==> src/rtl/sc_uart_pkg.sv <==
package sc_uart_pkg;

  localparam int OVS = 16;

  typedef enum logic [1:0] {
    SRC_CLK  = 2'd0,
    SRC_DIV8 = 2'd1,
    SRC_PRE  = 2'd2
  } src_e;

  typedef enum logic [1:0] {
    RX_IDLE  = 2'd0,
    RX_START = 2'd1,
    RX_DATA  = 2'd2
  } rx_state_e;

  function automatic logic [7:0] bit_rev(input logic [7:0] d);
    logic [7:0] r;
    for (int i = 0; i < 8; i++) r[i] = d[7-i];
    return r;
  endfunction

  // Line-level frame, element 0 leaves first.
  function automatic logic [10:0] line_frame(input logic [7:0] d, input logic inv);
    logic [7:0] ord;
    logic [7:0] lvl;
    ord = inv ? bit_rev(d) : d;
    lvl = inv ? ~ord : ord;
    // even parity on true levels equals the complemented odd parity
    return {1'b1, ^d, lvl, 1'b0};
  endfunction

endpackage

==> src/rtl/sc_baud.sv <==
module sc_baud
  import sc_uart_pkg::*;
#(
  parameter int DIV_W = 8,
  parameter int PRE_W = 4
) (
  input  logic             clk,
  input  logic             rst,
  input  logic [1:0]       src_sel,
  input  logic [PRE_W-1:0] presc_n,
  input  logic [DIV_W-1:0] rate_div,
  output logic             tick
);
  localparam int PC_W = PRE_W + 1;

  logic [2:0]       c8;
  logic [PC_W-1:0]  cp;
  logic [DIV_W-1:0] cm;
  logic             ce_pre;
  logic             ce;

  always_comb begin
    ce_pre = (presc_n == '0) || (cp >= ({presc_n, 1'b0} - PC_W'(1)));
    case (src_sel)
      SRC_DIV8: ce = (c8 == 3'd7);
      SRC_PRE:  ce = ce_pre;
      default:  ce = 1'b1;
    endcase
  end

  always_ff @(posedge clk) begin
    if (rst) begin
      c8   <= '0;
      cp   <= '0;
      cm   <= '0;
      tick <= 1'b0;
    end else begin
      c8   <= c8 + 3'd1;
      cp   <= ce_pre ? '0 : cp + PC_W'(1);
      tick <= 1'b0;
      if (ce) begin
        if (cm >= rate_div) begin
          cm   <= '0;
          tick <= 1'b1;
        end else begin
          cm <= cm + DIV_W'(1);
        end
      end
    end
  end

  // with a divisor above zero, ticks never come on back-to-back cycles
  a_r13_no_back_to_back: assert property (@(posedge clk) disable iff (rst)
    (rate_div != '0 && $stable(rate_div)) |-> !(tick && $past(tick)));

endmodule

==> src/rtl/sc_tx.sv <==
module sc_tx
  import sc_uart_pkg::*;
(
  input  logic       clk,
  input  logic       rst,
  input  logic       tick,
  input  logic       inverse_fmt,
  input  logic       tx_en,
  input  logic       wr,
  input  logic [7:0] wdata,
  input  logic       nack_go,
  output logic       txd,
  output logic       tx_done
);
  localparam int TW = $clog2(OVS);

  logic [7:0]    hold;
  logic          hold_full;
  logic          busy;
  logic [10:0]   sh;
  logic [TW-1:0] tcnt;
  logic [3:0]    bitn;
  logic          nack_act;
  logic [TW-1:0] ncnt;

  always_ff @(posedge clk) begin
    if (rst) begin
      hold      <= '0;
      hold_full <= 1'b0;
      busy      <= 1'b0;
      sh        <= '1;
      tcnt      <= '0;
      bitn      <= '0;
      nack_act  <= 1'b0;
      ncnt      <= '0;
      txd       <= 1'b1;
      tx_done   <= 1'b0;
    end else begin
      tx_done <= 1'b0;
      if (!busy && hold_full && tx_en) begin
        sh        <= line_frame(hold, inverse_fmt);
        busy      <= 1'b1;
        hold_full <= 1'b0;
        tcnt      <= '0;
        bitn      <= '0;
      end else if (busy && tick) begin
        if (tcnt == TW'(OVS - 1)) begin
          tcnt <= '0;
          sh   <= {1'b1, sh[10:1]};
          if (bitn == 4'd10) begin
            busy    <= 1'b0;
            tx_done <= 1'b1;
          end else begin
            bitn <= bitn + 4'd1;
          end
        end else begin
          tcnt <= tcnt + TW'(1);
        end
      end
      if (wr) begin
        hold      <= wdata;
        hold_full <= 1'b1;
      end
      if (nack_go) begin
        nack_act <= 1'b1;
        ncnt     <= '0;
      end else if (nack_act && tick) begin
        if (ncnt == TW'(OVS - 1)) nack_act <= 1'b0;
        else                      ncnt     <= ncnt + TW'(1);
      end
      txd <= (busy ? sh[0] : 1'b1) & ~nack_act;
    end
  end

  // an idle shifter with no nack leaves the line high
  a_r1_idle_high: assert property (@(posedge clk) disable iff (rst)
    (!busy && !nack_act) |=> txd);
  // an active nack forces the line low
  a_r8_nack_low: assert property (@(posedge clk) disable iff (rst)
    nack_act |=> !txd);
  // completion is a single-cycle pulse
  a_r4_done_pulse: assert property (@(posedge clk) disable iff (rst)
    tx_done |=> !tx_done);

endmodule

==> src/rtl/sc_rx.sv <==
module sc_rx
  import sc_uart_pkg::*;
#(
  parameter int SYNC_N = 2
) (
  input  logic       clk,
  input  logic       rst,
  input  logic       tick,
  input  logic       inverse_fmt,
  input  logic       rx_en,
  input  logic       rxd,
  input  logic       rd,
  output logic [7:0] rdata,
  output logic       rx_done,
  output logic       ovr,
  output logic       ferr,
  output logic       perr,
  output logic       nack_go
);
  localparam int TW   = $clog2(OVS);
  localparam int HALF = OVS / 2;

  logic [SYNC_N-1:0] sync;
  logic              rxs;
  rx_state_e         st;
  logic [TW-1:0]     tcnt;
  logic [3:0]        bitn;
  logic [7:0]        sh;
  logic              pbit;
  logic              full;
  logic              ovr_cur;
  logic [7:0]        decoded;
  logic              bad_par;

  assign rxs     = sync[SYNC_N-1];
  assign decoded = inverse_fmt ? ~bit_rev(sh) : sh;
  // the same check covers both conventions on line levels
  assign bad_par = (^sh) ^ pbit;

  always_ff @(posedge clk) begin
    if (rst) begin
      sync    <= '1;
      st      <= RX_IDLE;
      tcnt    <= '0;
      bitn    <= '0;
      sh      <= '0;
      pbit    <= 1'b0;
      full    <= 1'b0;
      ovr_cur <= 1'b0;
      rdata   <= '0;
      rx_done <= 1'b0;
      ovr     <= 1'b0;
      ferr    <= 1'b0;
      perr    <= 1'b0;
      nack_go <= 1'b0;
    end else begin
      rx_done <= 1'b0;
      nack_go <= 1'b0;
      sync    <= {sync[SYNC_N-2:0], rxd};
      if (rd) begin
        full <= 1'b0;
        ovr  <= 1'b0;
      end
      if (!rx_en) begin
        st <= RX_IDLE;
      end else begin
        case (st)
          RX_IDLE: if (!rxs) begin
            st   <= RX_START;
            tcnt <= '0;
          end
          RX_START: if (tick) begin
            if (tcnt == TW'(HALF - 1)) begin
              tcnt <= '0;
              if (!rxs) begin
                st      <= RX_DATA;
                bitn    <= '0;
                ovr_cur <= 1'b0;
              end else begin
                st <= RX_IDLE;
              end
            end else begin
              tcnt <= tcnt + TW'(1);
            end
          end
          RX_DATA: if (tick) begin
            if (tcnt == TW'(OVS - 1)) begin
              tcnt <= '0;
              bitn <= bitn + 4'd1;
              if (bitn < 4'd8) begin
                sh <= {rxs, sh[7:1]};
                if (bitn == 4'd7 && full) begin
                  ovr     <= 1'b1;
                  ovr_cur <= 1'b1;
                end
              end else if (bitn == 4'd8) begin
                pbit <= rxs;
              end else begin
                st      <= RX_IDLE;
                ferr    <= !rxs;
                perr    <= bad_par;
                nack_go <= bad_par;
                if (!ovr_cur) begin
                  rdata   <= decoded;
                  full    <= 1'b1;
                  rx_done <= 1'b1;
                end
              end
            end else begin
              tcnt <= tcnt + TW'(1);
            end
          end
          default: st <= RX_IDLE;
        endcase
      end
    end
  end

  // the receive completion is a single-cycle pulse
  a_r5_done_pulse: assert property (@(posedge clk) disable iff (rst)
    rx_done |=> !rx_done);
  // a disabled receiver never reports a character
  a_r12_off_quiet: assert property (@(posedge clk) disable iff (rst)
    !rx_en |=> !rx_done);
  // an unread buffer is never overwritten
  a_r10_keep_unread: assert property (@(posedge clk) disable iff (rst)
    ($past(full) && !$past(rd)) |-> $stable(rdata));

endmodule

==> src/rtl/sc_uart.sv <==
module sc_uart
  import sc_uart_pkg::*;
#(
  parameter int DIV_W = 8,
  parameter int PRE_W = 4
) (
  input  logic             clk,
  input  logic             rst,
  input  logic             inverse_fmt,
  input  logic             tx_en,
  input  logic             rx_en,
  input  logic [1:0]       src_sel,
  input  logic [PRE_W-1:0] presc_n,
  input  logic [DIV_W-1:0] rate_div,
  input  logic             tx_wr,
  input  logic [7:0]       tx_wdata,
  input  logic             rx_rd,
  output logic [7:0]       rx_rdata,
  input  logic             rxd,
  output logic             txd,
  output logic             tx_done,
  output logic             rx_done,
  output logic             err_overrun,
  output logic             err_framing,
  output logic             err_parity,
  output logic             err_summary
);
  logic tick;
  logic nack_go;

  sc_baud #(.DIV_W(DIV_W), .PRE_W(PRE_W)) u_baud (
    .clk(clk), .rst(rst), .src_sel(src_sel), .presc_n(presc_n),
    .rate_div(rate_div), .tick(tick)
  );

  sc_tx u_tx (
    .clk(clk), .rst(rst), .tick(tick), .inverse_fmt(inverse_fmt),
    .tx_en(tx_en), .wr(tx_wr), .wdata(tx_wdata), .nack_go(nack_go),
    .txd(txd), .tx_done(tx_done)
  );

  sc_rx #(.SYNC_N(2)) u_rx (
    .clk(clk), .rst(rst), .tick(tick), .inverse_fmt(inverse_fmt),
    .rx_en(rx_en), .rxd(rxd), .rd(rx_rd), .rdata(rx_rdata),
    .rx_done(rx_done), .ovr(err_overrun), .ferr(err_framing),
    .perr(err_parity), .nack_go(nack_go)
  );

  assign err_summary = err_overrun | err_framing | err_parity;

endmodule

==> config.mk <==
export PLATFORM = sky130hd
export DESIGN_NAME = sc_uart
export DESIGN_NICKNAME = d
export VERILOG_FILES = /design/src/rtl/sc_uart_pkg.sv /design/src/rtl/sc_baud.sv /design/src/rtl/sc_tx.sv /design/src/rtl/sc_rx.sv /design/src/rtl/sc_uart.sv
export SDC_FILE = /design/constraint.sdc
export NUM_CORES = 1
export LEC_CHECK = 0
export BUFFER_PORTS_ARGS = -buffer_cell sky130_fd_sc_hd__buf_4
export CORE_MARGIN = 2
export CORE_UTILIZATION = 40
export CTS_BUF_LIST = sky130_fd_sc_hd__clkbuf_8
export DETAILED_ROUTE_END_ITERATION = 10
export GPL_TIMING_DRIVEN = 0
export SYNTH_ARGS = -nofsm -noshare
export SYNTH_HDL_FRONTEND = slang
export SYNTH_SLANG_ARGS = --single-unit
==> constraint.sdc <==
create_clock -name clk -period 2.4 [get_ports clk]
set_clock_uncertainty 0.1 [all_clocks]
set_input_delay 0.12 -clock clk [delete_from_list [all_inputs] [get_ports clk]]
set_output_delay 0.12 -clock clk [all_outputs]
set_load 0.03 [all_outputs]
# Word-level counts from Yosys, hierarchy flattened
# Cells that the tools add are included.
# totals
register_bits,88
ram_bits,0
latch_bits,0
n_memories,0
mem_bits_ro,0
out_inout_bits,15
in_bits,30
elab_cells,186
# op_classes
addsub,9
shifts,0
bitwise_logic,19
mux,65
n_lt_le_gt_ge,3
multipliers,0
n_eq_ne,22
n_div,0
n_reduce_logical,40
# op_table
operator,n
2-to-1 mux 4 bit,10
2-to-1 mux 1 bit,35
2-to-1 mux 8 bit,4
2-to-1 mux 10 bit,3
AND reduction 7 bit,3
"adder 4 x 1 -> 4 bit, second input constant",5
"== test 4 bit, second input constant",5
2-to-1 mux 2 bit,8
inverter 8 bit,2
parity 8 bit,2
nonzero test 2 bit,7
inverter 1 bit,13
"inequality test 2 bit, second input constant",6
one-hot mux 4 bit (3 select lines),1
AND reduction 6 bit,2
AND reduction 5 bit,2
OR reduction 2 bit,5
AND reduction 9 bit,1
"adder 8 x 1 -> 8 bit, second input constant",1
"== test 4 x 3 -> 1 bit, second input constant",2
greater-or-equal comparator 8 bit,1
"inequality test 2 x 1 -> 1 bit, second input constant",4
one-hot mux 4 bit (2 select lines),1
OR reduction 7 bit,1
other kinds (22),34

# Longest topological paths before layout
# Gate-level depths: netlist of the first run.
# logic_depth
ltp_word,8
depth_mapped,10
ltp_nobuf,9

# Cells and area by module
# A second synthesis of the first run with hierarchy kept.
# unflattened
cells_unflattened,529
area_unflattened_um2,4625.7
# by_module_without_submodules
mod,area_per_inst_um2,cells_each,seq_area_each_um2,n_inst
sc_rx,1845.5,208,720.7,1
sc_tx,1665.3,195,700.7,1
sc_baud,1108.6,125,340.3,1
sc_uart,6.3,1,0.0,1

# Worst setup path before layout of the first run
# OpenSTA, ideal clock, no wires.
# synth_timing
kind,input to register
from,input port presc_n[0]
to,register u_baud.cm[5]
arrival_ns,1.889
path_buffers,1
path_stages,9
path_slack_ns,0.276
path_cell_list,inv_1 > ha_1 > ha_1 > o211ai_1 > o221ai_1 > a221oi_2 > nand2b_1 > buf_2 > o32ai_1
# synth_via
elab_chain_len,4
word_cells_on_any_way,5
classes_between,add/sub: 1; order compare: 1; mux: 1; reduce/logical: 2
# synth_lines
element,line,text
from (decl),sc_uart.sv:13,"input logic [PRE_W-1:0] presc_n,"
subtractor 5 x 1 -> 5 bit,sc_baud.sv:23,"ce_pre = (presc_n == '0) || (cp >= ({presc_n, 1'b0} - PC_W'(1)));"
greater-or-equal comparator 5 bit,sc_baud.sv:23,
logical OR 1 bit *,sc_baud.sv:23,
one-hot mux 1 bit (2 select lines) *,sc_baud.sv:24,case (src_sel)
to (signal assigned),sc_baud.sv:46,cm <= cm + DIV_W'(1);
to (decl),sc_baud.sv:18,logic [DIV_W-1:0] cm;
# Mark *: on every way between the ends. The rest lies on a longest branch, timed or not.
# A chain may end at the register's enable or synchronous reset.

# Final worst setup path of the first run
# layout_timing
from,register u_rx.st[0]
to,register u_rx.bitn[3]
# layout_via
elab_chain_len,3
word_cells_on_any_way,10
classes_between,eq/ne: 7; mux: 1; reduce/logical: 2
# layout_lines
element,line,text
from (decl),sc_rx.sv:25,rx_state_e st;
from (signal assigned),sc_rx.sv:43,st <= RX_IDLE;
from (signal assigned),sc_rx.sv:65,st <= RX_IDLE;
from (signal assigned),sc_rx.sv:69,st <= RX_START;
== test 2 bit / == test 2 x 1 -> 1 bit (equally long branches),sc_rx.sv:67,case (st)
inequality test 2 x 1 -> 1 bit (no source line) (tied with other cells),--,
AND reduction 7 bit (no source line),--,
to (signal assigned),sc_rx.sv:89,bitn <= bitn + 4'd1;
to (decl),sc_rx.sv:27,logic [3:0] bitn;
# Several ways; a longest one is shown, not always the timed one.

==> results.json, run 1 <==
{
  "cts_sinks": 88,
  "worstSkewPairLatency_ns": 0.35,
  "slowest_stage": "or4_1",
  "holdPathStages": 2,
  "synth_cell_type_count": 55,
  "setup-violations-final": 0,
  "muxShareOfSynthArea": 0.0751,
  "critPathMaxStageDelay_ns": 0.53,
  "synth.top_cell.area_share": 0.396,
  "startpoint_type": "flop",
  "antenna_left": 0,
  "hp-class": "in -> reg",
  "synthFlopType": "dfxtp_1",
  "vias_per_cell": 4.99,
  "syn_nets": 570,
  "grt.total_usage": 0.161,
  "grt_use_met2": 0.280,
  "crit_start": "u_rx.st[0]",
  "crit_fanout": 8,
  "antenna_found_initial": 0,
  "area_delta_synth_final_pct": 19.5,
  "tightest_slew_ns": 0.839,
  "netlist_area_um2": 4450,
  "finalCoreUtilization": 0.490,
  "cts_tree": "yes",
  "layout-drive-gt1-share": 0.158,
  "grt_pass1_vias": 3554,
  "hold_viol_final": 0,
  "fin_crit_sh": 0.954,
  "cp_cell_sequence": "inv_1, ha_2, or2_2, o21ai_2, nand4_1, or4_1, a21oi_1",
  "die_w_um": 109,
  "placementRows": 38,
  "grt_pass1_wl_mm": 15.6,
  "synth_top_family_by_area": "simple AND/OR/NAND/NOR gates",
  "num_vias": 3611,
  "slew_violations": 0,
  "drt-initial-drc-count": 120,
  "synth_area_leaders": "dfxtp_1 (40%), ha_1 (8.4%), mux2i_1 (6.7%)",
  "holdPathEnd": "u_baud.cm[6]",
  "end_kind": "flop",
  "grt_max_degree": 17,
  "clockRootBuffer": "clkbuf_8",
  "ys_warn_count": 0,
  "fillers": 1076,
  "period_minus_slack_ns": 2.29,
  "finalInstanceArea_um2": 5320,
  "required_ns": 2.58,
  "worst-setup-path-type": "reg -> reg",
  "clock_path_buffers": 2,
  "ys_seq_area_frac": 0.396,
  "clk_pin_slew_ns": 0.09,
  "place_area_um2": 4930,
  "maxSlewHeadroom": 0.438,
  "core_area_um2": 10800,
  "nNetsFinal": 639,
  "busiest_layer": "met2",
  "r2r_cells": 7,
  "crit_arrival_ns": 2.47,
  "p_leak_nw": 2.21,
  "critPathBufInv": 1,
  "synth-seq-cells": 88,
  "drc": 0,
  "io_buffer_count": 41,
  "worstReg2RegStart": "u_rx.st[0]",
  "wl_per_cell_um": 12.5,
  "use_met1": 0.202,
  "wl_mm": 9.04,
  "cellPowerDensity_nw_per_um2": 546,
  "syn_area_per_cell_um2": 8.72,
  "r2r_slack_ns": 0.11,
  "synth_top_cell_by_area": "dfxtp_1",
  "synth-compound-area-share": 0.120,
  "initial_utilization": 0.410,
  "gr-total-overflow": 0,
  "vdd_drop_max_v": 0.000322,
  "synth_edf_count": 0,
  "cap_violations": 0,
  "cts_made_buffers": 9,
  "timing.fmax_mhz": 437,
  "synthXorXnorAreaFrac": 0.0543,
  "drt_pass1_iterations": 4,
  "synth_fa_ha_area_frac": 0.0844,
  "place_hpwl_mm": 6.73,
  "worst_hold_startpoint": "rst",
  "antenna_cells": 0,
  "reg2reg_to": "u_rx.bitn[3]",
  "synthSimpleGateAreaFrac": 0.214,
  "dieArea_um2": 12000,
  "h-tree-depth": 3,
  "critical_path.top_delay_family": "simple AND/OR/NAND/NOR gates",
  "io_pins": 45,
  "gp_congestion": 0.776,
  "synthArstFlopShare": 0,
  "syn_inst": 510,
  "die_h_um": 109,
  "outcome": "finished clean",
  "use_met3": 0.0267
}
[synthesized netlist by cell type, types with 2 or more instances]
| master | instances |
|---|---|
| ha_1 | 30 |
| and3_1 | 12 |
| a21oi_1 | 36 |
| nand2b_1 | 6 |
| and4_1 | 2 |
| a211oi_1 | 2 |
| nor2b_1 | 4 |
| o21ai_0 | 15 |
| mux2i_1 | 30 |
| o211ai_1 | 2 |
| nand4_1 | 6 |
| or3_1 | 5 |
| mux2_2 | 3 |
| a31oi_1 | 3 |
| and2_1 | 3 |
| nor3_1 | 11 |
| clkbuf_1 | 14 |
| nand2_1 | 33 |
| or4_1 | 5 |
| buf_1 | 3 |
| dfxtp_1 | 88 |
| a21o_1 | 2 |
| a211oi_2 | 4 |
| nor2_2 | 4 |
| nor2_1 | 69 |
| buf_2 | 4 |
| inv_1 | 36 |
| nor3b_1 | 3 |
| o32ai_1 | 5 |
| or2_2 | 4 |
| nand3_1 | 16 |
| xor2_1 | 7 |
| xnor2_1 | 18 |
| nand3b_1 | 4 |
[worst max path at each step]
stage              endpoint  depth (start not counted)
2_1_floorplan  u_baud.cm[5]                          9
3_3_place_gp   u_baud.cm[5]                         10
3_5_place_dp   u_baud.cm[1]                         10
4_1_cts        u_rx.bitn[3]                          7
5_1_grt        u_rx.bitn[3]                          7
6_report       u_rx.bitn[3]                          7
[cell usage in the layout, fill, tap and decap left out, types with 5 or more instances in the layout]
cell type	n
xor2_1	7
and3_1	12
mux2i_1	30
xnor2_1	18
a21oi_1	36
or4_1	5
dfxtp_1	87
o21ai_0	15
nor3_1	11
dlygate4sd3_1	11
clkbuf_8	10
or3_1	5
clkbuf_1	14
nand2b_1	6
inv_1	36
nand2_1	33
nand4_1	6
o32ai_1	5
nand3_1	16
nor2_1	69
ha_1	29
buf_4	47
[cell families after synthesis]
group           count (synthesis)
compound gates                 83
simple gates                  191
buf+inv                        59
mux                            33
flops                          88
xor+xnor                       26
fa+ha+maj                      30
[registers in the layout, summed over array words and instances (netlist names), 2 cells and up]
name and flops:
u_rx.bitn 4, u_rx.sync 2, u_baud.cm 8, u_rx.rdata 8, u_baud.c8 3, u_rx.sh 8, u_baud.cp 5, u_rx.st 2
u_tx.ncnt 4, u_tx.sh 10, u_tx.tcnt 4, u_tx.hold 8, u_tx.bitn 4, u_rx.tcnt 4
[layer usage]
metal,share of wire,vias to the layer above,wire [um]
met2,0.48,49,4360
met1,0.48,1667,4370
met3,0.028,5,255
met5,0,-,0
li1,-,1890,-
met4,0.0053,0,48
[report_power, final]
group / total (W) / internal [W] / switching (W) / leakage [nW]
combinational: 0.000290 / 0.000142 / 0.000148 / 1.39
clock: 0.00108 / 0.000525 / 0.000560 / 0.105
sequential: 0.00153 / 0.00150 / 0.0000311 / 0.715
[repair_timing]
item / CTS / global route
endpoints found under the setup margin: 8 / 12
cloned: 0 / 0
buffers inserted: 0 / 6
pin swaps: 0 / 3
hold buffers: 11 / 0
hold endpoints to repair: 12 / 0
resized for setup: 1 / 2
[final cells by class]
class	count	area, um2	area share
multi-input cells	363	2450	0.461
flip-flops and latches	88	1760	0.332
repair buffers	58	463	0.0871
well taps	140	175	0.0330
clock buffers	10	138	0.0259
inverters	36	135	0.0254
plain buffers	23	115	0.0217
clock inverters	6	75.1	0.0141
[worst reg2reg max path, delay by kind of cell (launching register included)]
kind            cells  cell delay (ns)
fa+ha+maj           1             0.25
buf+inv             1             0.09
compound gates      2             0.25
flops               1             0.40
simple gates        3             1.14
[stage by stage]
stage | TNS (ns) | setup slack [ns] | power [W] | hold WS [ns] | instances
after floorplan | 0 | 0.276 | 0.00174 | 0.124 | 510
after global placement | -1.50 | -0.194 | 0.00182 | 0.211 | 691
after detailed placement | -2.13 | -0.276 | 0.00183 | 0.211 | 691
after CTS | 0 | 0.00891 | 0.00293 | 0.126 | 718
after global routing | -0.000530 | -0.000530 | 0.00304 | 0.164 | 724
final | 0 | 0.111 | 0.00290 | 0.129 | 724
No activity file was read; power rests on OpenSTA's default activity.
==> inputs of run 2 (changes only) <==
- ABC_AREA: unset -> 1
- SKIP_LAST_GASP: unset -> 1
==> run 2 against run 1 <==
Synthesized cell count up 22%. Sequential power about the same. Critical path type unchanged. Clock-buffer cell count up 2. Sequential share of layout area down 0.79 points. First-iteration DRC count up 37%.
==> results.json, run 2 <==
{
  "ys_seq_area_frac": 0.385,
  "area_delta_synth_final_pct": 18.8,
  "mostFrequentLayoutCell": "nand2_1",
  "r2r_slack_ns": 0.51,
  "cpMostUsedCell": "nor2_1",
  "h-tree-depth": 3,
  "place_hpwl_mm": 6.98,
  "gp_congestion": 0.813,
  "tightest_slew_ns": 0.554,
  "worst-setup-path-type": "reg -> reg",
  "io_pins": 45,
  "layout-drive-gt1-share": 0.145,
  "die_h_um": 111,
  "dieArea_um2": 12300,
  "dp_cells": 804,
  "placementRows": 39,
  "grt_pass1_wl_mm": 16.2,
  "clock_path_buffers": 2,
  "drt_pass1_iterations": 4,
  "cap_violations": 0,
  "core_area_um2": 11300,
  "worstReg2RegStart": "u_rx.st[0]",
  "cts_sinks": 88,
  "antenna_left": 0,
  "cellPowerDensity_nw_per_um2": 590,
  "num_vias": 4004,
  "synth.top_cell.area_share": 0.385,
  "fin_setup_tns_ns": 0,
  "worstSkewPairLatency_ns": 0.36,
  "synthFlopType": "dfxtp_1",
  "gr-total-overflow": 0,
  "cp_cell_sequence": "inv_1, ha_1, nor2_1, nor2_1, inv_2, nand3_4, nor3_2, inv_1, nor2_1, nor2_1",
  "setup-violations-final": 0,
  "reg2reg_to": "u_rx.st[0]",
  "synth_edf_count": 0,
  "crit_arrival_ns": 2.04,
  "critPathBufInv": 3,
  "netlist_area_um2": 4580,
  "netlist_top_cells_count": "nand2_1 (101), nor2_1 (94), dfxtp_1 (88)",
  "r2r_cells": 10,
  "cts.repair.resized": 0,
  "synthArstFlopShare": 0,
  "slowest_stage": "dfxtp_1",
  "required_ns": 2.55,
  "wl_per_cell_um": 11.3,
  "synth-seq-cells": 88,
  "synth_top_cell_by_area": "dfxtp_1",
  "rsz0062_at_grt": "false",
  "end_kind": "flop",
  "crit_fanout": 6,
  "ys_warn_count": 0,
  "stdcell_count": 831,
  "syn_area_per_cell_um2": 7.39,
  "fillers": 1126,
  "syn_nets": 680,
  "holdPathEnd": "u_tx.hold_full",
  "period_minus_slack_ns": 1.89,
  "layout_common_cells": "nand2_1 (101), nor2_1 (94), dfxtp_1 (88)",
  "slew_violations": 0,
  "hold_viol_final": 0,
  "fin_crit_sh": 0.788,
  "critPathMaxStageDelay_ns": 0.39,
  "regMostFlops": "u_tx.sh",
  "worst_hold_startpoint": "tx_wr",
  "synth_area_leaders": "dfxtp_1 (38%), nand2_1 (8.3%), ha_1 (8.2%)",
  "power.total_w": 0.00321,
  "hp-class": "in -> reg",
  "antenna_cells": 0,
  "grt_pass1_vias": 3633,
  "synth_cell_type_count": 41,
  "p_leak_nw": 2.53,
  "vias_per_cell": 4.82,
  "drc": 0,
  "synth_most_common_cell": "nand2_1",
  "vdd_drop_max_v": 0.000288,
  "initial_utilization": 0.406,
  "outcome": "finished clean",
  "maxSlewHeadroom": 0.630,
  "largest_register_ff_count": 10,
  "clockRootBuffer": "clkbuf_8",
  "drt-initial-drc-count": 164,
  "antenna_found_initial": 0,
  "clk_pin_slew_ns": 0.09,
  "io_buffer_count": 41,
  "critical_path.top_delay_family": "simple AND/OR/NAND/NOR gates",
  "holdPathStages": 3,
  "wl_mm": 9.42,
  "timing.fmax_mhz": 529,
  "grt_max_degree": 15,
  "syn_inst": 620,
  "hold_slack_ns": 0.0813,
  "nNetsFinal": 743,
  "startpoint_type": "flop",
  "cts_made_buffers": 9,
  "grt.total_usage": 0.159,
  "cts_tree": "yes",
  "die_w_um": 111
}
==> run 2: changes by cell type after synthesis, sizes merged, moves of 10 or more <==
| cell | delta |
|---|---|
| o21ai | +46 |
| inv | +49 |
| clkbuf | -10 |
| mux2i | -30 |
| nor2 | +27 |
| and3 | -12 |
| nand3 | +23 |
| nand2 | +74 |
==> run 2: per-stage QoR <==
stage | setup WS [ns] | utilization | area, um2
2_1_floorplan | 0.657 | - | 4580
3_3_place_gp | 0.357 | 0.449 | 5070
3_5_place_dp | 0.328 | 0.449 | 5070
4_1_cts | 0.512 | 0.483 | 5440
5_1_grt | 0.302 | 0.483 | 5440
6_report | 0.509 | 0.483 | 5440
==> run 2: repair_timing <==
| item | in CTS | in global routing |
|---|---|---|
| hold endpoints to repair | 11 | 0 |
| endpoints found under the setup margin | 0 | 0 |
| hold buffers | 11 | 0 |
| buffers inserted | 0 | 0 |
==> run 2: worst max-delay path by stage <==
stage                           from      endpoint  slack [ns]  cells after the start
after global placement    presc_n[1]  u_baud.cm[1]        0.36                     13
after floorplan           presc_n[0]  u_baud.cm[5]        0.66                     14
after detailed placement  presc_n[1]  u_baud.cm[0]        0.33                     13
final                     u_rx.st[0]    u_rx.st[0]        0.51                     10
after global routing      u_rx.st[0]    u_rx.st[0]        0.30                     10
after CTS                 u_rx.st[0]    u_rx.st[0]        0.51                     10
==> run 2: area by class of cell <==
cell class	instances	area, um2	area share
Inverter	85	322	0.0591
Clock buffer	12	165	0.0304
Buffer	14	71.3	0.0131
Tap cell	143	179	0.0329
Clock inverter	4	98.8	0.0182
Multi-Input combinational cell	433	2420	0.446
Timing Repair Buffer	52	418	0.0768
Sequential cell	88	1760	0.324
==> run 2: kinds of logic (layout without fill, tap and decap cells) <==
family / count (synthesis) / count (layout) / share of synthesized area
AO/OA/AOI/OAI: 113 / 113 / 0.138
flip-flops: 88 / 88 / 0.385
AND/OR/NAND/NOR: 268 / 268 / 0.267
adder cells (fa/ha/maj): 30 / 30 / 0.0820
XOR/XNOR: 22 / 22 / 0.0421
buffers and inverters: 99 / 167 / 0.0858
==> run 2: metal layers <==
layer  vias up  global-route usage  part of all wire
met5         -                   0                 0
met4         0              0.0600             0.014
met3        11              0.0344             0.032
met2        51               0.256              0.45
met1      1819               0.209              0.50
li1       2123                   -                 -
==> run 2: report_power, final <==
| part | internal [W] | switching [W] |
|---|---|---|
| clock | 0.000779 | 0.000538 |
| combinational | 0.000152 | 0.000203 |
| sequential | 0.00150 | 0.0000355 |
| total | 0.00243 | 0.000777 |
==> run 2: tightest hold or removal path, cell delays in order <==
cell and delay (ns):
clkbuf_1 0.18, a21oi_1 0.16, nor2_1 0.04
==> inputs of run 3 (changes only) <==
- clock period: 2.4 -> 1.57 ns (I/O delays scaled with it)
==> run 3 against run 2 <==
The flow now finishes with violations (setup timing). Worst setup slack worse by 0.58 ns. Register-to-register slack worse by 0.58 ns. Largest power group unchanged. Combinational power up 100%. Sequential share of layout area down 2.9 points. Via count up 4.7%. Sequential power up 53%. Die area unchanged. Critical endpoint is now u_rx.rdata[6]. Clock-buffer cell count down 1. Critical path type unchanged. Global-route usage up 1.1 points.
==> results.json, run 3 (synthesis results as in run 2) <==
{
  "outcome": "finished with violations",
  "violations": "setup timing",
  "tightest_slew_ns": 0.609,
  "drt-initial-drc-count": 120,
  "worstReg2RegStart": "u_rx.st[0]",
  "crit_arrival_ns": 1.81,
  "routed-wl-met3_um": 302,
  "stdcell_count": 857,
  "hp-class": "in -> reg",
  "io_pins": 45,
  "startpoint_type": "flop",
  "vdd_drop_max_v": 0.000472,
  "wl_per_cell_um": 12.0,
  "route.met2.wl_mm": 5.14,
  "r2r_cells": 9,
  "die_h_um": 111,
  "routedLengthMet1_mm": 4.67,
  "p_leak_nw": 2.68,
  "timing.fmax_mhz": 609,
  "cap_violations": 0,
  "layout_common_cells": "nand2_1 (87), nor2_1 (75), dfxtp_1 (70)",
  "grt_pass1_vias": 3990,
  "setup-violations-final": 28,
  "core_area_um2": 11300,
  "grt_pass1_wl_mm": 17.5,
  "regMostFlops": "u_tx.sh",
  "antenna_cells": 0,
  "gr-total-overflow": 0,
  "r2r_slack_ns": -0.07,
  "reg2reg_to": "u_rx.rdata[6]",
  "period_minus_slack_ns": 1.64,
  "drt_pass1_iterations": 5,
  "worstSkewPairLatency_ns": 0.36,
  "placementRows": 39,
  "cts_sinks": 88,
  "clk_pin_slew_ns": 0.09,
  "hold_slack_ns": 0.0502,
  "fin_crit_sh": 1.05,
  "slew_violations": 0,
  "hold_viol_final": 0,
  "layout_setup_ws_ns": -0.0730,
  "largest_register_ff_count": 10,
  "rsz0062_at_grt": "true",
  "grt_max_degree": 15,
  "gp_congestion": 0.826,
  "cellPowerDensity_nw_per_um2": 775,
  "grt.total_usage": 0.170,
  "dieArea_um2": 12300,
  "antenna_left": 0,
  "crit_fanout": 8,
  "layout-drive-gt1-share": 0.304,
  "highest_layer": "met4",
  "wl_mm": 10.3,
  "clockRootBuffer": "clkbuf_8",
  "worst-setup-path-type": "reg -> reg",
  "endpoint": "u_rx.rdata[6]",
  "place_hpwl_mm": 7.02,
  "cts_tree": "yes",
  "fillers": 1062,
  "drc": 0,
  "h-tree-depth": 3,
  "initial_utilization": 0.406,
  "num_vias": 4191,
  "antenna_found_initial": 0,
  "die_w_um": 111,
  "required_ns": 1.73,
  "nNetsFinal": 769,
  "vias_per_cell": 4.89,
  "crit_start": "u_rx.st[0]",
  "io_buffer_count": 41,
  "maxSlewHeadroom": 0.594,
  "dp_cells": 804,
  "end_kind": "flop",
  "mostFrequentLayoutCell": "nand2_1",
  "area_delta_synth_final_pct": 32.9,
  "cts_made_buffers": 9,
  "clock_path_buffers": 2
}
## run 3: metal layers
metal,global-route usage,up-vias
met5,0,-
met4,0.0450,0
met3,0.0394,16
met2,0.300,55
met1,0.208,1928
li1,-,2192
## run 3: worst min-delay path by stage
| stage | startpoint | endpoint | slack [ns] | cells after the start |
|---|---|---|---|---|
| after detailed placement | rxd | u_rx.sync[0] | 0.17 | 2 |
| after floorplan | rxd | u_rx.sync[0] | 0.08 | 1 |
| final | rx_en | u_rx.bitn[3] | 0.05 | 5 |
| after global routing | rx_en | u_rx.bitn[3] | 0.06 | 5 |
| after global placement | rxd | u_rx.sync[0] | 0.17 | 2 |
| after CTS | rx_en | u_rx.bitn[0] | 0.05 | 5 |
## run 3: final cells by class
class | count | area (um2) | area share
repair buffers | 77 | 618 | 0.102
inverters | 85 | 344 | 0.0565
well taps | 143 | 179 | 0.0294
flip-flops and latches | 88 | 1790 | 0.295
clock inverters | 5 | 56.3 | 0.00925
multi-input cells | 434 | 2870 | 0.471
plain buffers | 14 | 75.1 | 0.0123
clock buffers | 11 | 151 | 0.0249
## run 3: stage by stage
step | total power, W | utilization | setup TNS (ns) | area (um2) | setup slack [ns]
after floorplan | 0.00280 | - | -0.0489 | 4640 | -0.0246
after global placement | 0.00294 | 0.455 | -6.67 | 5120 | -0.343
after detailed placement | 0.00296 | 0.455 | -8.12 | 5120 | -0.363
after CTS | 0.00468 | 0.512 | -1.19 | 5770 | -0.0905
after global routing | 0.00495 | 0.540 | -5.13 | 6080 | -0.182
final | 0.00472 | 0.540 | -0.918 | 6080 | -0.0730
## run 3: worst max-delay path, stage by stage (launching register included)
cell and delay [ns]:
dfxtp_4 0.38, inv_4 0.06, ha_4 0.16, nand2_4 0.06, nor2_4 0.14, nand4_4 0.20
nor2_8 0.22, inv_8 0.08, nor2_2 0.08, nor2_1 0.05
## run 3: timing repair
action | in CTS | in global routing
endpoints found under the setup margin | 46 | 53
endpoints found under the hold margin | 12 | 0
hold buffers | 11 | 0
buffers inserted | 16 | 7
gates cloned | 2 | 1
pin swaps | 26 | 34
resized for setup | 55 | 79
## run 3: power by group
part | switching (W) | internal, W
logic | 0.000396 | 0.000330
clock network | 0.000814 | 0.000817
registers | 0.0000619 | 0.00230
total | 0.00127 | 0.00345
